**config.mk**
```make
export PLATFORM = sky130hd
export DESIGN_NAME = srf_entry_ctrl
export DESIGN_NICKNAME = d
export VERILOG_FILES = /design/src/rtl/srf_pkg.sv /design/src/rtl/srf_cfg_regs.sv /design/src/rtl/srf_gate.sv /design/src/rtl/srf_tick_cnt.sv /design/src/rtl/srf_fsm.sv /design/src/rtl/srf_entry_ctrl.sv
export SDC_FILE = /design/constraint.sdc
export NUM_CORES = 1
export LEC_CHECK = 0
export ABC_CLOCK_PERIOD_IN_PS = 4200
export BUFFER_PORTS_ARGS = -buffer_cell sky130_fd_sc_hd__buf_2
export CAP_MARGIN = 20
export CORE_MARGIN = 4
export CORE_UTILIZATION = 40
export DETAILED_ROUTE_END_ITERATION = 7
export MAX_ROUTING_LAYER = met4
export PLACE_DENSITY_LB_ADDON = 0.1
export SYNTH_ARGS = -nofsm -noshare
export SYNTH_HDL_FRONTEND = slang
export SYNTH_SLANG_ARGS = --single-unit
```
**constraint.sdc**
```tcl
create_clock -name clk -period 4.2 [get_ports clk]
set_input_delay 0.42 -clock clk [delete_from_list [all_inputs] [get_ports clk]]
set_output_delay 0.42 -clock clk [all_outputs]
set_load 0.1 [all_outputs]
```
**src/rtl/srf_pkg.sv**
```systemverilog
// Shared definitions for the self-refresh entry controller.
// Assumes the configuration word is 32 bits; the field positions below are the
// software-visible layout and must not move.
package srf_pkg;

    localparam int CFG_W     = 32;
    localparam int EXIT_LSB  = 0;
    localparam int EXIT_W    = 7;
    localparam int SCHED_LSB = 8;
    localparam int SCHED_W   = 4;
    localparam int DLY_LSB   = 12;
    localparam int DLY_W     = 6;
    localparam int SYNC_BIT  = 18;
    localparam int THR_LSB   = 22;
    localparam int THR_W     = 10;
    localparam int CNT_W     = (EXIT_W > DLY_W) ? EXIT_W : DLY_W;

    // Reserved positions: bit 7 and bits 21:19
    localparam logic [CFG_W-1:0] RSV_MASK = 32'h0038_0080;

    typedef enum logic [1:0] {
        ST_ACTIVE   = 2'd0,
        ST_COUNTING = 2'd1,
        ST_SELF_REF = 2'd2,
        ST_EXITING  = 2'd3
    } srf_state_e;

    typedef struct packed {
        logic [THR_W-1:0]   thr;
        logic               sync_en;
        logic [DLY_W-1:0]   dly;
        logic [SCHED_W-1:0] sched;
        logic [EXIT_W-1:0]  exit_lat;
    } srf_cfg_t;

endpackage

```
**src/rtl/srf_cfg_regs.sv**
```systemverilog
// Configuration register for the self-refresh controller.
// Holds the 32-bit word with reserved bits forced to zero, splits it into
// fields and clamps the entry delay to MIN_DLY. Assumes writes are single-cycle.
module srf_cfg_regs
    import srf_pkg::*;
#(
    parameter logic [CFG_W-1:0] RST_WORD = 32'h0400_480C,
    parameter int               MIN_DLY  = 2
) (
    input  logic             clk,
    input  logic             rst_n,
    input  logic             wr_en,
    input  logic [CFG_W-1:0] wr_data,
    output logic [CFG_W-1:0] word,
    output srf_cfg_t         fields
);

    localparam logic [DLY_W-1:0] MIN_DLY_V = DLY_W'(MIN_DLY);

    logic [CFG_W-1:0] word_q;
    logic [DLY_W-1:0] dly_raw;

    // Hold the configuration word; reserved bits never store a one
    always_ff @(posedge clk) begin
        if (!rst_n) begin
            word_q <= RST_WORD & ~RSV_MASK;
        end else if (wr_en) begin
            word_q <= wr_data & ~RSV_MASK;
        end
    end

    // Split fields and apply the minimum entry delay
    always_comb begin
        dly_raw          = word_q[DLY_LSB +: DLY_W];
        fields.exit_lat  = word_q[EXIT_LSB +: EXIT_W];
        fields.sched     = word_q[SCHED_LSB +: SCHED_W];
        fields.sync_en   = word_q[SYNC_BIT];
        fields.thr       = word_q[THR_LSB +: THR_W];
        fields.dly       = (dly_raw < MIN_DLY_V) ? MIN_DLY_V : dly_raw;
    end

    assign word = word_q;

endmodule

```
**src/rtl/srf_gate.sv**
```systemverilog
// Latency gate: flags urgent requests and forms the inhibit that keeps DRAM
// out of self-refresh. Purely combinational; assumes LAT_W >= 1.
module srf_gate
    import srf_pkg::*;
#(
    parameter int LAT_W = 10
) (
    input  srf_cfg_t         cfg,
    input  logic             req_valid,
    input  logic [LAT_W-1:0] req_lat,
    input  logic             pend_valid,
    input  logic [LAT_W-1:0] pend_min_lat,
    input  logic             buf_full,
    input  logic             hp_blocked,
    input  logic             mem_idle,
    output logic             req_urgent,
    output logic             inhibit
);

    localparam int CW = (LAT_W > THR_W) ? LAT_W : THR_W;

    logic [CW-1:0] sched_x;
    logic [CW-1:0] thr_x;
    logic [CW-1:0] req_x;
    logic [CW-1:0] pend_x;
    logic          thr_hit;
    logic          lock_hit;

    // Widen all latency operands to a common width
    always_comb begin
        sched_x = CW'(cfg.sched);
        thr_x   = CW'(cfg.thr);
        req_x   = CW'(req_lat);
        pend_x  = CW'(pend_min_lat);
    end

    // Compare latencies against the programmed limits
    always_comb begin
        req_urgent = req_valid && (req_x <= sched_x);
        thr_hit    = pend_valid && (pend_x < thr_x);
        lock_hit   = cfg.sync_en && buf_full && hp_blocked;
        inhibit    = req_valid || !mem_idle || thr_hit || lock_hit;
    end

endmodule

```
**src/rtl/srf_tick_cnt.sv**
```systemverilog
// Saturating counter of timebase strobes with synchronous clear.
// Assumes the strobe is one clock wide; clear wins over counting.
module srf_tick_cnt #(
    parameter int W = 7
) (
    input  logic         clk,
    input  logic         rst_n,
    input  logic         clear,
    input  logic         tick,
    output logic [W-1:0] count
);

    localparam logic [W-1:0] MAXV = '1;

    // Count strobes, hold at the maximum, restart on clear
    always_ff @(posedge clk) begin
        if (!rst_n || clear) begin
            count <= '0;
        end else if (tick && count != MAXV) begin
            count <= count + W'(1);
        end
    end

endmodule

```
**src/rtl/srf_fsm.sv**
```systemverilog
// Self-refresh sequencer: ACTIVE -> COUNTING -> SELF_REF -> EXITING -> ACTIVE.
// Assumes dly is already clamped to at least 1 and counters are cleared by the
// clear outputs of this module.
module srf_fsm
    import srf_pkg::*;
(
    input  logic              clk,
    input  logic              rst_n,
    input  logic              tick,
    input  logic              inhibit,
    input  logic [DLY_W-1:0]  dly,
    input  logic [EXIT_W-1:0] exit_lat,
    input  logic [CNT_W-1:0]  idle_cnt,
    input  logic [CNT_W-1:0]  exit_cnt,
    output logic              idle_clr,
    output logic              exit_clr,
    output logic              sr_req,
    output logic              exit_wait,
    output logic              mem_ready
);

    srf_state_e      state_q, state_d;
    logic [CNT_W:0]  idle_next;
    logic [CNT_W:0]  exit_next;
    logic            entry_done;
    logic            exit_done;

    // Evaluate whether the current tick completes a wait
    always_comb begin
        idle_next  = {1'b0, idle_cnt} + (CNT_W+1)'(1);
        exit_next  = {1'b0, exit_cnt} + (CNT_W+1)'(1);
        entry_done = tick && (idle_next >= (CNT_W+1)'(dly));
        exit_done  = (exit_lat == '0) ||
                     (tick && (exit_next >= (CNT_W+1)'(exit_lat)));
    end

    // Next-state selection
    always_comb begin
        state_d = state_q;
        unique case (state_q)
            ST_ACTIVE:   if (!inhibit)  state_d = ST_COUNTING;
            ST_COUNTING: if (inhibit)   state_d = ST_ACTIVE;
                         else if (entry_done) state_d = ST_SELF_REF;
            ST_SELF_REF: if (inhibit)   state_d = ST_EXITING;
            ST_EXITING:  if (exit_done) state_d = ST_ACTIVE;
            default:                    state_d = ST_ACTIVE;
        endcase
    end

    // State register
    always_ff @(posedge clk) begin
        if (!rst_n) begin
            state_q <= ST_ACTIVE;
        end else begin
            state_q <= state_d;
        end
    end

    // Outputs and counter control
    always_comb begin
        idle_clr  = (state_q != ST_COUNTING) || inhibit;
        exit_clr  = (state_q != ST_EXITING);
        sr_req    = (state_q == ST_SELF_REF) && !inhibit;
        exit_wait = (state_q == ST_EXITING);
        mem_ready = (state_q == ST_ACTIVE) || (state_q == ST_COUNTING);
    end

endmodule

```
**src/rtl/srf_entry_ctrl.sv**
```systemverilog
// Top of the self-refresh entry controller. Ties the configuration register,
// latency gate, two tick counters and the sequencer together.
// Assumes tick_250ns is a one-cycle strobe and inputs are synchronous to clk.
module srf_entry_ctrl
    import srf_pkg::*;
#(
    parameter int               LAT_W    = 10,
    parameter logic [31:0]      RST_WORD = 32'h0400_480C,
    parameter int               MIN_DLY  = 2
) (
    input  logic             clk,
    input  logic             rst_n,
    input  logic             cfg_wr,
    input  logic [31:0]      cfg_wdata,
    output logic [31:0]      cfg_rdata,
    input  logic             tick_250ns,
    input  logic             mem_idle,
    input  logic             req_valid,
    input  logic [LAT_W-1:0] req_lat,
    input  logic             pend_valid,
    input  logic [LAT_W-1:0] pend_min_lat,
    input  logic             buf_full,
    input  logic             hp_blocked,
    output logic             sr_req,
    output logic             req_urgent,
    output logic             exit_wait,
    output logic             mem_ready
);

    srf_cfg_t         cfg;
    logic             inhibit;
    logic             idle_clr;
    logic             exit_clr;
    logic [CNT_W-1:0] idle_cnt;
    logic [CNT_W-1:0] exit_cnt;

    srf_cfg_regs #(
        .RST_WORD (RST_WORD),
        .MIN_DLY  (MIN_DLY)
    ) u_cfg (
        .clk     (clk),
        .rst_n   (rst_n),
        .wr_en   (cfg_wr),
        .wr_data (cfg_wdata),
        .word    (cfg_rdata),
        .fields  (cfg)
    );

    srf_gate #(
        .LAT_W (LAT_W)
    ) u_gate (
        .cfg          (cfg),
        .req_valid    (req_valid),
        .req_lat      (req_lat),
        .pend_valid   (pend_valid),
        .pend_min_lat (pend_min_lat),
        .buf_full     (buf_full),
        .hp_blocked   (hp_blocked),
        .mem_idle     (mem_idle),
        .req_urgent   (req_urgent),
        .inhibit      (inhibit)
    );

    srf_tick_cnt #(.W(CNT_W)) u_idle_cnt (
        .clk   (clk),
        .rst_n (rst_n),
        .clear (idle_clr),
        .tick  (tick_250ns),
        .count (idle_cnt)
    );

    srf_tick_cnt #(.W(CNT_W)) u_exit_cnt (
        .clk   (clk),
        .rst_n (rst_n),
        .clear (exit_clr),
        .tick  (tick_250ns),
        .count (exit_cnt)
    );

    srf_fsm u_fsm (
        .clk       (clk),
        .rst_n     (rst_n),
        .tick      (tick_250ns),
        .inhibit   (inhibit),
        .dly       (cfg.dly),
        .exit_lat  (cfg.exit_lat),
        .idle_cnt  (idle_cnt),
        .exit_cnt  (exit_cnt),
        .idle_clr  (idle_clr),
        .exit_clr  (exit_clr),
        .sr_req    (sr_req),
        .exit_wait (exit_wait),
        .mem_ready (mem_ready)
    );

endmodule

```
==> results of run 1 <==
-- flip-flops by register name, indices dropped and copies added, names as in the netlist, named ones only --
register and count:
u_cfg.word 28, u_exit_cnt.count 7, u_fsm.state_q 1, u_idle_cnt.count 7
-- kinds of logic (layout without fill, tap and decap cells) --
| group | after synthesis | in the layout | synth area share [%] |
|---|---|---|---|
| adder cells (fa/ha/maj) | 28 | 28 | 13.53 |
| AO/OA/AOI/OAI | 39 | 39 | 10.49 |
| other | 1 | 4 | 0.1449 |
| multiplexers | 25 | 25 | 9.667 |
| flip-flops | 44 | 44 | 34.03 |
| AND/OR/NAND/NOR | 91 | 91 | 19.67 |
| buffers and inverters | 40 | 123 | 6.380 |
| XOR/XNOR | 18 | 18 | 6.090 |
-- per-layer routing --
layer	share of wire [%]	wire, um	track usage [%]	vias up
met3	8.6	477	3.911	5
met5	0	0	-	-
met1	45	2481	18.32	962
li1	-	-	-	1142
met4	0.72	40	4.121	0
met2	46	2557	24.34	57
-- layout by cell type (no fill, tap or decap), types with 2 or more instances in the layout --
master,n
a21o_1,4
a21oi_1,10
and3_1,4
buf_2,88
clkbuf_8,6
clkinv_2,2
conb_1,4
dfxtp_1,44
ha_1,28
inv_1,27
mux2i_1,25
nand2_1,18
nand2b_1,3
nand3_1,4
nand4_1,4
nor2_1,15
nor2b_1,29
nor3_1,2
o211ai_1,6
o21ai_0,4
xnor2_1,5
xor2_1,13
-- per-stage QoR --
stage | total power, mW | setup WS [ns] | area [um^2]
floorplan | 0.6724 | 0.6347 | 2605
global placement | 0.7279 | 1.757 | 3078
detailed placement | 0.7301 | 1.759 | 3078
CTS | 1.014 | 1.568 | 3171
global route | 1.054 | 1.464 | 3171
finish | 0.9954 | 1.619 | 3171
-- worst max-delay path by stage --
stage               slack (ns)         end  cells after the start
floorplan                 0.63  req_urgent                      8
global placement          1.76      sr_req                      8
detailed placement        1.76   flip-flop                     10
CTS                       1.57      sr_req                      8
global route              1.46      sr_req                      8
finish                    1.62      sr_req                      8
-- area by class of cell --
cell class	instances	area, um^2	area share [%]
Tap cell	77	96.34	3.039
Clock buffer	6	82.58	2.605
Sequential cell	44	880.8	27.78
Timing Repair Buffer	88	440.4	13.89
Multi-Input combinational cell	205	1559	49.17
Clock inverter	2	10.01	0.3157
Inverter	27	101.3	3.197
-- cells in the mapped netlist, types with 3 or more instances --
cell type / count
o211ai_1: 6
nand4_1: 4
mux2i_1: 25
nor2_1: 15
and3_1: 4
clkbuf_1: 9
o21ai_0: 4
nand2b_1: 3
xor2_1: 13
nor3_1: 3
nand3_1: 4
buf_4: 4
a21o_1: 4
inv_1: 27
xnor2_1: 5
nor2b_1: 29
nand2_1: 18
a21oi_1: 10
ha_1: 28
dfxtp_1: 44
-- where the power goes --
group          internal [mW]  switching, mW  total [mW]
Clock                  0.131          0.147       0.278
Combinational         0.0733          0.197       0.270
Sequential             0.434         0.0128       0.447
Total                  0.639          0.356       0.995
-- worst max-delay path: stages, from the launching register on --
cell	delay, ns
dfxtp_1	0.34
inv_1	0.05
ha_1	0.29
nand2_1	0.05
o21ai_1	0.12
a221oi_1	0.10
o31a_1	0.36
nor3_2	0.11
buf_2	0.45
==> results by group, run 1 <==
Timing
  • Post-route clock period utilization: 61.46%
  • Tmin final: roughly 2.6 ns
  • Final setup fails: 0
  • Max-slew violations: 0
  • Slew margin rel.: a little over two fifths
  • Max Clock Skew: about 0.0053 ns
  • Setup_tns: 0 ns
  • Final hold violation count: 0
  • Slew @ Worst Pin: 0.8664 ns
  • Min Hold Slack: 0.3422 ns
  • Fmax: 387.4 MHz
  • RSZ-0062 raised after global routing: false

Setup path
  • Arr. time, crit path: 2.16 ns
  • Worst r2r src: u_exit_cnt.count[0]
  • CP required: 3.78 ns
  • Path depth of the worst reg2reg path: 10
  • Crit start category: flip-flop
  • R2r setup slk: 1.78 ns
  • Worst setup startpoint: u_cfg.word[24]
  • Critical Path Sink Type: output pin
  • Crit Path Max Fanout: 6
  • Crit Path Class: flip-flop to output pin

Global route
  • Largest net degree at the start of global routing: 36
  • GRT Overall Usage: 14.95%
  • Global route overflow: 0
  • Initial antenna violation count: 0
  • First-pass GRT wire length: 9032 um
  • Number of global-route vias before repair: 2047

Clock network
  • Clock Latency Late Sink: 0.29 ns
  • CTS tree: built
  • Setup bufs post-CTS: 0
  • CTS sink count: 44
  • Root Driver: clkbuf_8
  • Clock transition at the registers of the reported paths: 0.08 ns
  • CTS Buffer Depth: 2
  • CTS Buf Count: 5
  • CTS resizes: 0
  • Htree depth: 2
  • Cts-stage hold buffer count: 0

Final layout
  • ANT cells: 0
  • Layout cells sized above 1: 26.88%
  • Area Growth Syn to Fin: 22.47%
  • Fin util: 50.22%
  • Fillers: 638
  • Nets: 460
  • Non-Filler Instances: 449

Logic synthesis
  • Synthesized area per cell: 9.052 um^2
  • Synthesized cell area: ~2600 um^2
  • Top FF cell, synth: dfxtp_1
  • Top cells by area, synth: dfxtp_1 34%, ha_1 14%, mux2i_1 9.7%
  • Yosys warning count: 0
  • Syn Inst Count: approximately 290
  • Flops & latches, synth: 44
  • Area leader, netlist: dfxtp_1
  • Top cell type's share of synthesized area: 34.03%
  • Netlist cell types: 47
  • Sequential share of the synthesized area: 34.03%
  • EDFF count, synth: 0
  • Synth async-reset ratio: 0%

Place
  • Routability cong.: ~0.77
  • PortBufs: 88
  • Inst Count DP: 441
  • DPL Wire Length: between 4000 and 5000 um

Routing
  • Drt initial violations: 44
  • Vias per Instance: 4.824
  • Total wire length: 5557 um
  • Routed len/inst: between 10 and 15 um
  • DRT Pass-1 Iters: 4
  • Routed vias: approximately 2200
  • DRC viols: 0
  • Final ANT Viol Nets: 0

Job
  • Max-Cap Viols: 0

Power and ir drop
  • VDD IR-drop max: around 150 uV
  • Lkg Pwr: 1.604 nW
  • Pwr/cell area: 313.9 nW/um^2

Floorplanning
  • Core area: 6314 um^2
  • Die width: 88.45 um
  • IO Count: 97
  • Rows: 29
  • Die area: 7823 um^2
  • Starting Density: 41.00%
  • Chip Height: 88.45 um

Hold path
  • Hold path start: cfg_wdata[11]
  • Worst Hold Path EP: u_cfg.word[11]
  • Worst Hold Depth: 3
  • Worst hold-check path type: input pin to flip-flop

Run status
  • Outcome: completed
(Power assumes the default switching activity.)
==> inputs of run 2 (changes only) <==
Settings changed: ABC_CLOCK_PERIOD_IN_PS 4200 to 2390.
Clock period 4.2 ns to 2.39 ns, I/O delays scaled along.
==> results by group, run 2 (synthesized netlist as in run 1, its figures left out) <==
Final layout
  • Non-Filler Instances: 457 (+1.8%)
  • Most frequent cells in the layout: 86 x buf_2, 29 x nor2b_1, 25 x mux2i_1, 25 x ha_1, 22 x inv_1
  • Fillers: 622 (-2.5%)
  • Layout cells sized above 1: 38.68% (+12 points)
  • Max FFs per register: 28 (unchanged)
  • ANT cells: 0 (unchanged)
  • Commonest non-fill, non-tap cell in the layout: buf_2
  • Area Growth Syn to Fin: 29.82%
  • Multi-input logic area: 1630 um^2 (+4.6%)
  • Register area: 934.6 um^2 (+6.1%)
  • Nets: 468 (+1.7%)

Setup path
  • Worst Path Buf+Inv: 2 (unchanged)
  • Slowest library cell on the worst path: dfxtp_4
  • Critical Path Sink Type: output pin
  • Crit path largest cell delay: 0.36 ns (-0.09 ns)
  • Arr. time, crit path: 2.00 ns (-0.16 ns)
  • CP required: 2.15 ns (-1.63 ns)
  • Delay-heaviest family, CP: compound AO/OA/AOI/OAI gates
  • Cell chain of the critical path: inv_2, ha_1, nand2_1, o21ai_2, a221oi_1, o31a_1, nor3_4, buf_12
  • Crit Path Class: flip-flop to output pin
  • Crit Path Max Fanout: 4 (-2)
  • Crit start category: flip-flop

Timing
  • Slew @ Worst Pin: 0.8821 ns (+0.01570 ns)
  • Final setup fails: 0 (unchanged)
  • Final hold violation count: 0 (unchanged)
  • RSZ-0062 raised after global routing: false
  • Tmin final: between 2 and 2.5 ns
  • Worst setup margin: 0.1517 ns (-1.467 ns)
  • Fmax: 446.8 MHz
  • Max-slew violations: 0 (unchanged)
  • Min Hold Slack: 0.1669 ns (-0.1753 ns)
  • Max Clock Skew: 0.006101 ns (+0.0008065 ns)
  • Slew margin rel.: 41.19% (-1.0 points)
  • Post-route clock period utilization: 93.65%

Clock network
  • Clock transition at the registers of the reported paths: 0.08 ns (about the same)
  • CTS tree: built
  • Clock Latency Late Sink: 0.29 ns (about the same)
  • CTS Buffer Depth: 2 (unchanged)
  • Cts-stage hold buffer count: 0 (unchanged)
  • CTS sink count: 44 (unchanged)
  • Htree depth: 2 (unchanged)
  • Root Driver: clkbuf_8
  • CTS Buf Count: 5 (unchanged)

Power and ir drop
  • Final Total Pwr: 1.710 mW (+72%)
  • VDD IR-drop max: 333.2 uV (+120%)
  • Lkg Pwr: 1.642 nW (+2.4%)
  • Pwr/cell area: 508.7 nW/um^2 (+62%)

Job
  • Max-Cap Viols: 0 (unchanged)

Floorplanning
  • IO Count: 97 (unchanged)
  • Die area: 7823 um^2 (unchanged)
  • Starting Density: 41.00% (unchanged)
  • Core area: 6314 um^2 (unchanged)
  • Chip Height: 88.45 um (unchanged)
  • Die width: 88.45 um (unchanged)
  • Rows: 29 (unchanged)

Routing
  • Total wire length: 5764 um (+3.7%)
  • Routed vias: 2236 (+3.2%)
  • Final ANT Viol Nets: 0 (unchanged)
  • DRT Pass-1 Iters: 4 (unchanged)
  • DRC viols: 0 (unchanged)
  • Vias per Instance: 4.893 (+1.4%)
  • Drt initial violations: 63 (+43%)
  • Routed len/inst: 12.61 um (+1.9%)

Global route
  • Global route overflow: 0 (unchanged)
  • GRT Overall Usage: 15.39% (+0.44 points)
  • First-pass GRT wire length: 9384 um (+3.9%)
  • Largest net degree at the start of global routing: 34 (-5.6%)
  • Initial antenna violation count: 0 (unchanged)
  • Number of global-route vias before repair: 2154 (+5.2%)

Place
  • Placement Setup Slack: 0.05855 ns (-1.700 ns)
  • DPL Wire Length: 4570 um (+5.6%)
  • Inst Count DP: 447 (+1.4%)
  • PortBufs: 88 (unchanged)
  • Routability cong.: 0.7585 (-0.85%)

Run status
  • Outcome: completed

Hold path
  • Worst hold-check path type: input pin to flip-flop
run 2: cell types whose count changed in the layout (fill, tap and decap cells not counted), sizes merged:
cell	delta
clkbuf	+1
clkinv	-1
buf	+8
run 2: layout make-up:
type,count,share of cell area (%)
Inverter,27,3.016
Clock inverter,1,0.1117
Timing Repair Buffer,96,15.41
Sequential cell,44,27.81
Tap cell,77,2.867
Clock buffer,7,2.271
Multi-Input combinational cell,205,48.51
run 2: worst register-to-register path, cell delays in order (launching register included):
cell and delay [ns]:
dfxtp_2 0.33, ha_2 0.19, and3_4 0.19, xor2_2 0.14
ha_1 0.31, a21o_1 0.17, a31oi_1 0.14, o32ai_1 0.12
or4b_1 0.47, nand4_1 0.10
run 2: through the flow:
step	setup TNS, ns	cell area (um^2)	util [%]
finish	0	3361	53.23
global route	0	3361	53.23
global placement	0	3213	50.89
floorplan	-0.05750	2680	-
CTS	0	3293	52.16
detailed placement	0	3213	50.89
run 2: power by group:
part	switching (mW)	internal, mW
clock	0.231	0.204
sequential	0.0246	0.762
combinational	0.353	0.136
run 2: routing by layer:
layer / global-route usage [%] / up-vias / routed length [um]
met1: 19.13 / 1009 / 2619
met5: - / - / 0
met3: 3.352 / 8 / 428
met2: 24.95 / 60 / 2627
met4: 4.808 / 0 / 89
li1: - / 1159 / -
run 2: timing repair:
item,4_1_cts,5_1_grt
endpoints found under the setup margin,0,4
setup buffers,0,2
resized for setup,0,17
run 2: path summary, 6_finish.rpt:
path | start | to | cells past startpoint | slack [ns]
worst max register to register | u_idle_cnt.count[1] | u_fsm.state_q[0] | 9 | 0.17
worst max-delay path | u_cfg.word[24] | sr_req | 8 | 0.15
worst min-delay path | cfg_wdata[11] | u_cfg.word[11] | 3 | 0.17
worst min register to register | u_cfg.word[26] | u_cfg.word[26] | 2 | 0.51
==> inputs of run 3 (changes only) <==
Settings changed: RECOVER_POWER set to 25.
==> results by group, run 3 (synthesized netlist as in run 1, its figures left out) <==
Run status
  • Outcome: finished with violations
  • Failing checks: capacitance limit, slew limit

Timing
  • Max-slew violations: 34 (+34)
  • RSZ-0062 raised after global routing: false
  • Slew @ Worst Pin: 2.086 ns (+1.204 ns)
  • Tmin final: 2.238 ns (+0.00009000 ns)
  • Max Clock Skew: 0.006053 ns (-0.00004726 ns)
  • Slew margin rel.: -39.06% (-80 points)
  • Setup_tns: 0 ns (unchanged)
  • Worst setup margin: 0.1516 ns (-0.00009000 ns)
  • Post-route clock period utilization: 93.66% (about the same)
  • Fmax: 446.7 MHz (about the same)
  • Final setup fails: 0 (unchanged)
  • Final hold violation count: 0 (unchanged)
  • Min Hold Slack: 0.1670 ns (+0.00005400 ns)

Floorplanning
  • Die area: 7823 um^2 (unchanged)
  • Rows: 29 (unchanged)
  • Chip Height: 88.45 um (unchanged)
  • Core area: 6314 um^2 (unchanged)
  • IO Count: 97 (unchanged)
  • Die width: 88.45 um (unchanged)
  • Starting Density: 41.00% (unchanged)

Place
  • Routability cong.: 0.7585 (unchanged)
  • Placement Setup Slack: 0.05855 ns (unchanged)
  • PortBufs: 88 (unchanged)
  • DPL Wire Length: 4570 um (unchanged)

Final layout
  • Most frequent cells in the layout: 85 x buf_2, 29 x nor2b_1, 25 x mux2i_1, 25 x ha_1, 22 x inv_1
  • Fin util: 53.21% (about the same)
  • Fillers: 623 (+0.16%)
  • ANT cells: 0 (unchanged)
  • Max FFs per register: 28 (unchanged)
  • Commonest non-fill, non-tap cell in the layout: buf_2
  • Area Growth Syn to Fin: 29.77% (about the same)
  • Nets: 468 (unchanged)
  • Layout cells sized above 1: 38.42% (-0.26 points)

Setup path
  • Critical Path Sink Type: output pin
  • Crit Path Max Fanout: 4 (unchanged)
  • Crit start category: flip-flop
  • Arr. time, crit path: 2.00 ns (about the same)
  • Crit Path Class: flip-flop to output pin
  • CP required: 2.15 ns (about the same)

Power and ir drop
  • VDD IR-drop max: 333.3 uV (about the same)
  • Final Total Pwr: 1.712 mW (+0.12%)
  • Gate power share: 28.7% (about the same)
  • Sw power: 0.6082 mW (about the same)
  • Clock power frac: 25.4% (about the same)
  • Switching part of the total: 35.53% (-0.043 points)
  • Pwr/cell area: 509.5 nW/um^2 (+0.16%)
  • P_int: 1.104 mW (+0.19%)
  • Lkg Pwr: 1.640 nW (-0.17%)
  • Sequential share of power: 46.0% (about the same)

Clock network
  • CTS Buf Count: 5 (unchanged)
  • CTS Buffer Depth: 2 (unchanged)
  • CTS sink count: 44 (unchanged)
  • Root Driver: clkbuf_8
  • CTS tree: built
  • Htree depth: 2 (unchanged)
  • Clock Latency Late Sink: 0.29 ns (about the same)
  • Cts-stage hold buffer count: 0 (unchanged)
  • Clock transition at the registers of the reported paths: 0.08 ns (about the same)

Global route
  • GRT Overall Usage: 15.39% (unchanged)
  • First-pass GRT wire length: 9384 um (unchanged)
  • Initial antenna violation count: 0 (unchanged)
  • Number of global-route vias before repair: 2154 (unchanged)
  • Largest net degree at the start of global routing: 34 (unchanged)
  • Global route overflow: 0 (unchanged)

Routing
  • DRT Pass-1 Iters: 4 (unchanged)
  • Total wire length: 5756 um (-0.14%)
  • Final ANT Viol Nets: 0 (unchanged)
  • Routed vias: 2239 (+0.13%)
  • Routed len/inst: 12.60 um (-0.14%)
  • Vias per Instance: 4.899 (+0.13%)
  • DRC viols: 0 (unchanged)
  • Drt initial violations: 61 (-3.2%)

Hold path
  • Worst hold-check path type: input pin to flip-flop

Job
  • Max-Cap Viols: 1 (+1)
[run 3: cell types whose count changed in the layout (fill, tap and decap cells not counted)]
cell      delta
clkbuf_1     +1
buf_2        -1
[run 3: timing repair]
action	in CTS	in global routing
setup endpoints to repair	0	4
resized for setup	0	17
endpoints found under the hold margin	0	0
setup buffers	0	2
[run 3: critical path, cell delays in order (launching register included)]
cell      delay, ns
dfxtp_4        0.36
inv_2          0.03
ha_1           0.28
nand2_1        0.06
o21ai_2        0.12
a221oi_1       0.09
o31a_1         0.36
nor3_4         0.22
buf_12         0.20
[run 3: worst paths after layout]
kind | start | to | slack [ns] | cells past startpoint
worst min register to register | u_cfg.word[26] | u_cfg.word[26] | 0.51 | 2
worst max register to register | u_idle_cnt.count[1] | u_fsm.state_q[0] | 0.17 | 9
worst max-delay path | u_cfg.word[24] | sr_req | 0.15 | 8
worst min-delay path | cfg_wdata[11] | u_cfg.word[11] | 0.17 | 3
[run 3: area by class of cell]
cell class	instances	area (um^2)	share of cell area [%]
clock inverters	1	3.754	0.1117
well taps	77	96.34	2.868
clock buffers	7	76.32	2.272
repair buffers	96	516.7	15.38
inverters	27	101.3	3.017
flip-flops and latches	44	934.6	27.82
multi-input cells	205	1630	48.53
[run 3: power groups by stage]
| stage | registers [mW] | clock network (mW) | logic [mW] |
|---|---|---|---|
| finish | 0.787 | 0.434 | 0.491 |
| detailed placement | 0.804 | 0 | 0.488 |
| global placement | 0.804 | 0 | 0.483 |
| CTS | 0.788 | 0.463 | 0.489 |
| floorplan | 1.01 | 0 | 0.177 |
| global route | 0.793 | 0.489 | 0.530 |
[run 3: per-stage QoR]
stage | instances | instance area, um^2
floorplan | 289 | 2680
global placement | 447 | 3213
detailed placement | 447 | 3213
CTS | 455 | 3293
global route | 457 | 3359
finish | 457 | 3359
[run 3: routing by layer]
layer  up-vias  GRT usage [%]  part of all wire [%]
met5         -              -                     0
met4         0          4.808                   1.5
met3         8          3.352                   7.5
met2        60          24.95                    46
met1      1011          19.13                    45
li1       1160              -                     -
